--- src/rtl/wipe_pkg.sv ---
package wipe_pkg;
  typedef struct packed {
    logic start;  // reset the address walk to zero
    logic step;   // issue one write and advance
  } wipeCmd_t;
endpackage

--- src/rtl/wipe_dp.sv ---
module wipe_dp #(
  parameter int DEPTH  = 114,
  parameter int DATA_W = 8,
  localparam int ADDR_W = $clog2(DEPTH)
) (
  input  logic                   clk,
  input  logic                   rstN,
  input  wipe_pkg::wipeCmd_t     cmd,
  output logic                   lastAddr,
  output logic                   ramWe,
  output logic [ADDR_W-1:0]      ramAddr,
  output logic [DATA_W-1:0]      ramWdata
);
  localparam logic [ADDR_W-1:0] LAST = ADDR_W'(DEPTH - 1);

  logic [ADDR_W-1:0] addrQ;

  always_ff @(posedge clk or negedge rstN) begin
    if (!rstN)          addrQ <= '0;
    else if (cmd.start) addrQ <= '0;
    else if (cmd.step && addrQ != LAST) addrQ <= addrQ + 1'b1;
  end

  assign lastAddr = (addrQ == LAST);
  assign ramWe    = cmd.step;
  assign ramAddr  = addrQ;
  assign ramWdata = '1;

  AST_ADDR_IN_RANGE: assert property (@(posedge clk) disable iff (!rstN)
    ramWe |-> (ramAddr < ADDR_W'(DEPTH)));
endmodule

--- src/rtl/wipe_ctrl.sv ---
module wipe_ctrl #(
  parameter int LOCK_CYCLES = 150,
  localparam int LCNT_W = $clog2(LOCK_CYCLES + 1)
) (
  input  logic               clk,
  input  logic               rstN,
  input  logic               clrPinN,
  input  logic               wipeEnable,
  input  logic               doneIntEn,
  input  logic               flagClr,
  input  logic               otherIrq,
  input  logic               lastAddr,
  output wipe_pkg::wipeCmd_t cmd,
  output logic               hostLock,
  output logic               doneFlag,
  output logic               irqN
);
  logic [2:0]        pinSync;
  logic              pinFall;
  logic              busy;
  logic              finish;
  logic [LCNT_W-1:0] lockCnt;

  always_ff @(posedge clk or negedge rstN) begin
    if (!rstN) pinSync <= 3'b111;
    else       pinSync <= {pinSync[1:0], clrPinN};
  end
  assign pinFall = pinSync[2] & ~pinSync[1];

  assign cmd.start = pinFall & wipeEnable & ~busy;
  assign cmd.step  = busy;
  assign finish    = busy & lastAddr;

  always_ff @(posedge clk or negedge rstN) begin
    if (!rstN)          busy <= 1'b0;
    else if (cmd.start) busy <= 1'b1;
    else if (finish)    busy <= 1'b0;
  end

  always_ff @(posedge clk or negedge rstN) begin
    if (!rstN)              lockCnt <= '0;
    else if (cmd.start)     lockCnt <= LCNT_W'(LOCK_CYCLES);
    else if (lockCnt != '0) lockCnt <= lockCnt - 1'b1;
  end
  assign hostLock = (lockCnt != '0);

  always_ff @(posedge clk or negedge rstN) begin
    if (!rstN)        doneFlag <= 1'b0;
    else if (finish)  doneFlag <= 1'b1;
    else if (flagClr) doneFlag <= 1'b0;
  end

  assign irqN = ~((doneFlag & doneIntEn) | otherIrq);

  AST_LOCK_COVERS_WIPE: assert property (@(posedge clk) disable iff (!rstN)
    busy |-> hostLock);
  AST_GATED_START: assert property (@(posedge clk) disable iff (!rstN)
    (pinFall && !wipeEnable && !busy) |=> !busy);
  AST_DONE_AFTER_LAST: assert property (@(posedge clk) disable iff (!rstN)
    (busy && lastAddr) |=> doneFlag);
  AST_FLAG_CLEARS: assert property (@(posedge clk) disable iff (!rstN)
    (flagClr && !(busy && lastAddr)) |=> !doneFlag);
  AST_NO_RESTART: assert property (@(posedge clk) disable iff (!rstN)
    (busy && pinFall && !lastAddr) |=> busy);
endmodule

--- src/rtl/scratch_wipe.sv ---
module scratch_wipe #(
  parameter int DEPTH       = 114,
  parameter int DATA_W      = 8,
  parameter int LOCK_CYCLES = 150,
  localparam int ADDR_W = $clog2(DEPTH)
) (
  input  logic              clk,
  input  logic              rstN,
  input  logic              clrPinN,
  input  logic              wipeEnable,
  input  logic              doneIntEn,
  input  logic              flagClr,
  input  logic              otherIrq,
  output logic              ramWe,
  output logic [ADDR_W-1:0] ramAddr,
  output logic [DATA_W-1:0] ramWdata,
  output logic              hostLock,
  output logic              doneFlag,
  output logic              irqN
);
  generate
    if (LOCK_CYCLES < DEPTH + 1) begin : g_badLock
      $error("LOCK_CYCLES must exceed DEPTH");
    end
  endgenerate

  wipe_pkg::wipeCmd_t cmd;
  logic lastAddr;

  wipe_ctrl #(.LOCK_CYCLES(LOCK_CYCLES)) u_ctrl (
    .clk(clk), .rstN(rstN), .clrPinN(clrPinN), .wipeEnable(wipeEnable),
    .doneIntEn(doneIntEn), .flagClr(flagClr), .otherIrq(otherIrq),
    .lastAddr(lastAddr), .cmd(cmd), .hostLock(hostLock),
    .doneFlag(doneFlag), .irqN(irqN)
  );

  wipe_dp #(.DEPTH(DEPTH), .DATA_W(DATA_W)) u_dp (
    .clk(clk), .rstN(rstN), .cmd(cmd), .lastAddr(lastAddr),
    .ramWe(ramWe), .ramAddr(ramAddr), .ramWdata(ramWdata)
  );
endmodule

--- config.mk ---
export PLATFORM = sky130hd
export DESIGN_NAME = scratch_wipe
export DESIGN_NICKNAME = d
export VERILOG_FILES = /design/src/rtl/wipe_pkg.sv /design/src/rtl/wipe_dp.sv /design/src/rtl/wipe_ctrl.sv /design/src/rtl/scratch_wipe.sv
export SDC_FILE = /design/constraint.sdc
export NUM_CORES = 1
export LEC_CHECK = 0
export ABC_CLOCK_PERIOD_IN_PS = 1600
export BUFFER_PORTS_ARGS = -buffer_cell sky130_fd_sc_hd__clkbuf_2
export CAP_MARGIN = 40
export CORE_ASPECT_RATIO = 1.75
export CORE_MARGIN = 2
export CORE_UTILIZATION = 30
export DETAILED_ROUTE_END_ITERATION = 10
export MAX_ROUTING_LAYER = met4
export PLACE_DENSITY = 0.53
export RECOVER_POWER = 50
export SYNTH_ARGS = -nofsm -noshare
export SYNTH_HDL_FRONTEND = slang
export SYNTH_HIERARCHICAL = 1
export SYNTH_SLANG_ARGS = --single-unit
--- constraint.sdc ---
create_clock -name clk -period 1.6 [get_ports clk]
set_input_delay 0.32 -clock clk [delete_from_list [all_inputs] [get_ports clk]]
set_output_delay 0.32 -clock clk [all_outputs]
set_load 0.05 [all_outputs]
Yosys cells after proc, flatten, opt, wreduce, memory -nomap -nowiden
Cells that the tools add are included.
Widths: inputs -> output; s select.
- register bits: 20
- output and inout port bits: 19
- logic and storage cells: 32
- add/subtract/negate cells: 2
- equal/unequal tests: 2
- multiplexer cells: 8
- bitwise operators: 9
- reduce and logical (&&, ||, !) cells: 6
- operators with widths (cell ; number):
    $mux 8 ; 2
    $mux 7 ; 2
    $reduce_bool 2->1 ; 4
    $reduce_bool 8->1 ; 1
    $sub 8x1->8 const B ; 1
    $add 7x1->7 const B ; 1
    $eq 7x7->1 const B ; 1
    $ne 7x7->1 const B ; 1
    $and 1x1->1 ; 5
    $mux 1 ; 4
    $not 1->1 ; 3
    $logic_and 1x1->1 ; 1
    $or 1x1->1 ; 1

Logic depth before layout (Yosys ltp)
Gate-level depths: netlist of the first run.
- depth after elaboration: 5
- depth in mapped cells: 7
- depth with buffers taken out: 6

By module
Netlist of the first run, hierarchy kept.
- modules (own cells, without submodules) (module ; instances ; cells each ; area each (um2)):
    wipe_ctrl ; 1 ; 66 ; 650.6
    wipe_dp ; 1 ; 53 ; 483.0

Worst setup path after synthesis of the first run
Ideal clock, no wire load.
- path type: reg2out
- start point: register u_ctrl.doneFlag
- end point: output port irqN
- arrival: 1.422 ns
- data required time: 1.280 ns
- path slack: -0.142 ns
- cell stages (with the launch flop): 2
- path buffers: 0
- cells stage by stage: dfrtp_1 -> a21oi_1
- longest elaborated chain between the ends: 3
- RTL lines (item ; RTL line ; source):
    start, declared ; wipe_ctrl.sv:15 ; output logic doneFlag,
    start signal, assigned ; wipe_ctrl.sv:48 ; if (!rstN) doneFlag <= 1'b0;
    start signal, assigned ; wipe_ctrl.sv:49 ; else if (finish) doneFlag <= 1'b1;
    start signal, assigned ; wipe_ctrl.sv:50 ; else if (flagClr) doneFlag <= 1'b0;
    $and 1x1->1 ; wipe_ctrl.sv:53 ; assign irqN = ~((doneFlag & doneIntEn) | otherIrq);
    $or 1x1->1 ; wipe_ctrl.sv:53 ;
    $not 1->1 ; wipe_ctrl.sv:53 ;
    end, declared ; scratch_wipe.sv:19 ; output logic irqN
No other way between the ends.

Worst setup path in the final report of the first run
- start point: register u_ctrl.lockCnt[5]
- end point: output port hostLock
- longest elaborated chain between the ends: 1
- RTL lines (item ; RTL line ; source):
    start, declared ; wipe_ctrl.sv:22 ; logic [LCNT_W-1:0] lockCnt;
    start signal, assigned ; wipe_ctrl.sv:42 ; else if (cmd.start) lockCnt <= LCNT_W'(LOCK_CYCLES);
    start signal, assigned ; wipe_ctrl.sv:43 ; else if (lockCnt != '0) lockCnt <= lockCnt - 1'b1;
    $reduce_bool 8->1 ; wipe_ctrl.sv:45 ; assign hostLock = (lockCnt != '0);
    end, declared ; scratch_wipe.sv:17 ; output logic hostLock,
No other way between the ends.

==> results of run 1 <==
-- cells by family (layout without fill, tap and decap cells) --
family          count (synthesis)  after routing  share of synthesized area [%]
xor+xnor                        2              2                           1.55
other cells                     1              8                          0.331
simple gates                   41             41                           21.1
buf+inv                        23             50                           11.4
compound gates                 25             25                           14.1
fa+ha+maj                       4              4                           4.42
flops                          20             20                           44.5
mux                             3              3                           2.65
-- through the flow --
step                utilization (%)  hold WS, ns  instance area, um2  setup TNS (ns)  instances
CTS                            41.0       0.0230                1490          -0.168        199
global placement               36.7        0.313                1330         -0.0930        190
detailed placement             36.7        0.314                1330          -0.135        190
global route                   41.3        0.122                1500          -0.634        199
finish                         41.3        0.137                1500          -0.133        199
floorplan                         -       0.0244                1170         -0.0602        126
-- state kept, by name, summed over array words and instances, names as in the netlist --
name / flops
u_ctrl/lockCnt: 8
u_dp/ramAddr: 7
u_ctrl/pinSync: 3
u_ctrl/busy: 1
u_ctrl/doneFlag: 1
-- per-layer routing --
layer	track usage [%]	wire length, um	part of all wire (%)	vias up
met5	-	0	0	-
met4	7.13	38	1.5	0
met3	1.76	72	2.9	4
met2	23.1	1430	57	20
met1	15.5	978	39	469
li1	-	-	-	465
-- area by class of cell --
type | count | area [um2]
Clock buffer | 3 | 41.3
Fill cell | 380 | 2130
Sequential cell | 20 | 507
Multi-Input combinational cell | 83 | 577
Tap cell | 46 | 57.6
Timing Repair Buffer | 37 | 251
Clock inverter | 1 | 30.0
Inverter | 9 | 33.8
-- placed cells by master, fill, tap and decap left out, types with 2 or more instances in the layout --
| master | instances |
|---|---|
| sky130_fd_sc_hd__buf_4 | 18 |
| sky130_fd_sc_hd__clkbuf_2 | 15 |
| sky130_fd_sc_hd__dfrtp_1 | 15 |
| sky130_fd_sc_hd__nand2_1 | 9 |
| sky130_fd_sc_hd__conb_1 | 8 |
| sky130_fd_sc_hd__inv_1 | 7 |
| sky130_fd_sc_hd__nor2_1 | 7 |
| sky130_fd_sc_hd__o21ai_0 | 6 |
| sky130_fd_sc_hd__a21oi_1 | 5 |
| sky130_fd_sc_hd__clkbuf_8 | 3 |
| sky130_fd_sc_hd__nor3_1 | 3 |
| sky130_fd_sc_hd__o211ai_1 | 3 |
| sky130_fd_sc_hd__mux2i_1 | 3 |
| sky130_fd_sc_hd__dfstp_2 | 3 |
| sky130_fd_sc_hd__inv_2 | 2 |
| sky130_fd_sc_hd__nand4bb_1 | 2 |
| sky130_fd_sc_hd__a21oi_2 | 2 |
| sky130_fd_sc_hd__nand2b_1 | 2 |
| sky130_fd_sc_hd__o21ai_1 | 2 |
| sky130_fd_sc_hd__buf_6 | 2 |
| sky130_fd_sc_hd__nand4_1 | 2 |
| sky130_fd_sc_hd__or3_1 | 2 |
| sky130_fd_sc_hd__xor2_1 | 2 |
| sky130_fd_sc_hd__a31oi_1 | 2 |
| sky130_fd_sc_hd__ha_1 | 2 |
| sky130_fd_sc_hd__dfrtp_2 | 2 |
-- path summary, 6_finish.rpt --
check / to / cells past startpoint / startpoint / slack (ns)
max in group asynchronous: u_dp/ramAddr[0] / 1 / rstN / 0.65
max reg2reg: u_ctrl/lockCnt[6] / 3 / u_ctrl/lockCnt[5] / -0.02
min in group asynchronous: u_ctrl/lockCnt[0] / 1 / rstN / 0.23
min: u_ctrl/pinSync[0] / 1 / clrPinN / 0.14
max: hostLock / 5 / u_ctrl/lockCnt[5] / -0.1
min reg2reg: u_ctrl/pinSync[1] / 0 / u_ctrl/pinSync[0] / 0.36
-- worst register-to-register path, stage by stage, from the launching register on --
cell and delay [ns]:
sky130_fd_sc_hd__dfrtp_1 0.40, sky130_fd_sc_hd__or4_4 0.58, sky130_fd_sc_hd__or4_1 0.42, sky130_fd_sc_hd__a21oi_1 0.15
-- power by group --
part           switching [mW]  internal, mW
sequential            0.00135         0.512
clock                   0.166         0.334
combinational          0.0581       0.00654
total                   0.226         0.852
-- timing repair --
| item | 4_1_cts | 5_1_grt |
|---|---|---|
| pin swaps | 2 | 0 |
| buffers inserted | 5 | 0 |
| endpoints found under the setup margin | 5 | 9 |
| gates resized for setup | 11 | 6 |
==> run_results.csv, run 1 <==
group,metric,value,unit
status,run_status,"finished, violations left",
status,failed_checks,"setup timing",
floorplan,floorplan.initialDensity,31.2,%
sta,max_freq,590,MHz
power,leakage_dissipation,0.691,nW
power,fin_total_pwr,1.08,mW
grt,grt_start_max_net_pins,21,
worst_setup_path,critical_path.endpoint_type,"output pin",
synth,synthTopCellsByCount,"17 x sky130_fd_sc_hd__dfrtp_1, 11 x sky130_fd_sc_hd__buf_4, 10 x sky130_fd_sc_hd__nand2_1",
cts,tritoncts_num_sinks,20,
floorplan,dieWidth,50.5,um
synth,postSynthRegisterBits,20,
sta,finalCriticalPeriod,1.70,ns
floorplan,floorplan.die.height,85.3,um
synth,synth.top_cells.by_area,"sky130_fd_sc_hd__dfrtp_1 38%, sky130_fd_sc_hd__buf_4 7.3%, sky130_fd_sc_hd__dfstp_2 7.0%, sky130_fd_sc_hd__ha_1 4.4%, sky130_fd_sc_hd__o21ai_0 3.5%",
synth,ys_warn_count,6,
sta,report.final.hold_viol_count,0,
sta,worst_pin_slew,1.08,ns
floorplan,fp.dieArea,4310,um2
synth,seq_area_frac_synth,44.5,%
worst_setup_path,timing.critical_path.cells,"buf_6 -> nor4_2 -> buf_4 -> nand2_2 -> buf_8",
sta,setup-violations-final,3,
sta,finalClockSkew,0.00606,ns
power,ir_worst_vdd,478,uV
cts,cts_max_level,1,
route,drt.antenna.violating_nets,0,
synth,yosysTopAreaCellShare,37.5,%
grt,antenna_found_initial,0,
cells_and_area,share_of_layout_cells_above_drive_strength_1,37.9,%
route,detailedRoute.firstPassIterationCount,4,
synth,ys_async_sr_fraction,100,%
cts,numCtsBuffers,3,
hold_path,holdCritPathClass,"in -> reg",
floorplan,boundaryPins,26,
cts,clkTransAtPathRegs,0.08,ns
cts,clock_latency_reported_for_the_late_side_of_the_worst_skew_pair,0.26,ns
placed_design,portBuffers,17,
synth,synthFlopType,"sky130_fd_sc_hd__dfrtp_1",
worst_setup_path,cp_data_arrival_time,1.38,ns
synth,yosysMostFrequentCell,"sky130_fd_sc_hd__dfrtp_1",
grt,via_count_of_the_first_global_routing_pass,986,
worst_setup_path,worst-endpoint-required,1.28,ns
route,wl_per_cell,12.7,um
floorplan,core_area,3630,um2
grt,grt_use_total,13.7,%
synth,synth-edff-count,0,
route,dr_total_vias,958,
cts,cts_hold_repair.buffers,0,
route,drtIter0Drc,21,
worst_setup_path,type_of_origin_of_the_critical_path,"register",
worst_setup_path,slowest_stage,"sky130_fd_sc_hd__dfrtp_1",
synth,mappedNetlistArea,1130,um2
worst_setup_path,path_class,"reg -> out",
sta,post-route-period-util,106,%
cells_and_area,antenna_cells,0,
route,route.final.wire_length,2.52,mm
synth,netlist.top_cell.by_area,"sky130_fd_sc_hd__dfrtp_1",
sta,worst_slew_margin_rel,28.3,%
cells_and_area,num-nets-final,165,
worst_setup_path,slowest_delay,0.40,ns
placed_design,gp_congestion,0.872,
cts,cts_root_buffer,"sky130_fd_sc_hd__clkbuf_8",
synth,netlist_instances,119,
power,power_density_over_the_cells,720,nW/um2
sta,max_transition_viols_final,0,
grt,grt_remaining_overflow,0,
cells_and_area,synth_to_layout_area_growth,32.1,%
placed_design,post-place-ws,-0.0473,ns
synth,synth_area_per_cell,9.53,um2
route,vias_per_cell,4.81,
worst_setup_path,worst-path-buf-inv,3,
flow_run,maxCapViolCount,0,
sta,setup_repair_after_global_routing_missed_its_margin,"true",
synth,synthDistinctLibCells,37,
route,drt_drc_violations_left,0,
grt,grt_first_pass_wirelength,4.42,mm
cts,cts_tree,"yes",
sta,fin_ws,-0.0958,ns
worst_setup_path,critPathTopFamily,"buffers and inverters",
worst_setup_path,crit_fanout,2,
placed_design,hpwl,1.77,mm
cts,cts_max_path_buffers,2,
floorplan,rows,29,
(Power assumes the default switching activity.)
==> inputs of run 2 (changes only) <==
Settings changed: SETUP_SLACK_MARGIN set to 0.1.
==> run 2 against run 1 <==
  * The flow still finishes with violations (setup timing)
  * Via count fell by 1.4%
  * Flip-flop and latch count did not move
  * Sequential share of layout area fell by 1.4 points
  * Clock power fell by 24%
  * Global-route usage fell by 0.49 points
  * Largest cell class unchanged
==> run_results.csv, run 2 (synthesis gave the netlist of run 1 again) <==
group,metric,value,unit
power,pwr-share-seq,53.6,%
cells_and_area,layout.core_utilization,43.1,%
grt,antenna_found_initial,0,
power,netSwitchingPower,220,uW
floorplan,boundaryPins,26,
cells_and_area,final_common_cell,"sky130_fd_sc_hd__buf_4",
route,detailedRoute.firstPassIterationCount,4,
power,clk_pwr_share,39.6,%
grt,via_count_of_the_first_global_routing_pass,964,
power,internal_power,737,uW
worst_setup_path,timing.critical_path.cells,"buf_4 -> nor4_4 -> nand2_4 -> clkbuf_16",
floorplan,dieWidth,50.5,um
status,run_status,"finished, violations left",
sta,post-route-period-util,112,%
worst_setup_path,cp_data_arrival_time,1.47,ns
sta,report.final.hold_viol_count,0,
cells_and_area,antenna_cells,0,
worst_setup_path,slowest_stage,"sky130_fd_sc_hd__nor4_4",
power,pwr-share-comb,6.8,%
cts,clock_latency_reported_for_the_late_side_of_the_worst_skew_pair,0.25,ns
cts,cts_max_level,1,
cells_and_area,synth_to_layout_area_growth,38.1,%
grt,grt_start_max_net_pins,21,
cells_and_area,post-route-cell-area,1570,um2
worst_setup_path,type_of_origin_of_the_critical_path,"register",
cts,cts_root_buffer,"sky130_fd_sc_hd__clkbuf_8",
flow_run,maxCapViolCount,0,
cells_and_area,num-nets-final,168,
sta,setup_total_negative_slack,-0.440,ns
route,wl_per_cell,13.3,um
sta,fin_ws,-0.186,ns
sta,worst_slew_margin_rel,25.7,%
worst_setup_path,crit_fanout,6,
floorplan,floorplan.initialDensity,31.2,%
floorplan,fp.dieArea,4310,um2
sta,max_transition_viols_final,0,
grt,grt_use_total,13.2,%
placed_design,post-place-ws,-0.0310,ns
route,route.final.wire_length,2.68,mm
cts,clkTransAtPathRegs,0.08,ns
power,power.share.switching,23.0,%
cts,numCtsBuffers,3,
route,drt.antenna.violating_nets,0,
placed_design,place_area,1360,um2
sta,max_freq,560,MHz
placed_design,hpwl,1.81,mm
cts,tritoncts_num_sinks,20,
floorplan,core_area,3630,um2
sta,finalCriticalPeriod,1.79,ns
worst_setup_path,path_class,"reg -> out",
power,ir_worst_vdd,416,uV
worst_setup_path,critical_path.endpoint_type,"output pin",
cts,cts_tree,"yes",
status,failed_checks,"setup timing",
floorplan,rows,29,
power,leakage_dissipation,0.740,nW
placed_design,place_inst,190,
power,power_density_over_the_cells,612,nW/um2
route,drt_drc_violations_left,0,
worst_setup_path,worst-endpoint-required,1.28,ns
cells_and_area,mostFrequentLayoutCells,"21 x sky130_fd_sc_hd__buf_4, 15 x sky130_fd_sc_hd__clkbuf_2, 14 x sky130_fd_sc_hd__dfrtp_1",
sta,finalClockSkew,0.00422,ns
hold_path,holdCritPathClass,"in -> reg",
route,dr_total_vias,945,
floorplan,floorplan.die.height,85.3,um
cells_and_area,regMostFlops,"u_ctrl/lockCnt",
sta,worst_pin_slew,1.12,ns
cells_and_area,largest_register_ffs,8,
cells_and_area,share_of_layout_cells_above_drive_strength_1,42.3,%
sta,setup_repair_after_global_routing_missed_its_margin,"true",
grt,grt_remaining_overflow,0,
placed_design,gp_congestion,0.808,
placed_design,portBuffers,17,
sta,hold_slack,0.146,ns
grt,grt_first_pass_wirelength,4.31,mm
route,drtIter0Drc,16,
power,fin_total_pwr,957,uW
cells_and_area,finalNonFillerCells,202,
cts,cts_max_path_buffers,2,
sta,setup-violations-final,6,
worst_setup_path,slowest_delay,0.40,ns
route,vias_per_cell,4.68,
-- run 2: final cells by class --
| class | instances | area [um2] |
|---|---|---|
| fill | 359 | 2060 |
| clock buffer | 4 | 55.1 |
| multi-input combinational | 83 | 627 |
| sequential | 20 | 508 |
| timing repair buffer | 40 | 284 |
| inverter | 9 | 33.8 |
| tap | 46 | 57.6 |
-- run 2: repair_timing --
item | CTS | global route
resized for setup | 11 | 11
buffers inserted | 7 | 1
endpoints found under the setup margin | 7 | 9
pin swaps | 3 | 3
hold buffers | 0 | 0
-- run 2: path summary, 6_finish.rpt --
check | cells after the start | slack (ns) | to | from
max in group asynchronous | 1 | 0.60 | u_dp/ramAddr[1] | rstN
hold / removal | 1 | 0.15 | u_ctrl/pinSync[0] | clrPinN
setup / recovery | 4 | -0.19 | hostLock | u_ctrl/lockCnt[2]
setup reg to reg | 8 | -0.08 | u_ctrl/lockCnt[6] | u_ctrl/lockCnt[1]
min in group asynchronous | 1 | 0.26 | u_dp/ramAddr[3] | rstN
hold reg to reg | 0 | 0.36 | u_ctrl/pinSync[1] | u_ctrl/pinSync[0]
-- run 2: per-layer routing --
metal	wire, um	track usage, %	vias to the layer above	share of wire, %
li1	-	-	471	-
met1	1030	13.1	445	38
met2	1530	25.0	20	57
met3	56	1.76	9	2.1
met4	65	5.16	0	2.4
met5	0	-	-	0
-- run 2: worst max-delay path, delay by kind of cell (launching register included) --
kind	cells	cell delay [ns]
buffers and inverters	2	0.35
flip-flops	1	0.39
AND/OR/NAND/NOR	2	0.48
-- run 2: power by group through the flow --
stage                     registers (mW)  logic [mW]  clock network (mW)
after floorplan                    0.523      0.0620                   0
after global placement             0.523      0.0655                   0
after detailed placement           0.523      0.0657                   0
after CTS                          0.513      0.0657               0.396
after global routing               0.513      0.0692               0.415
final                              0.513      0.0648               0.379
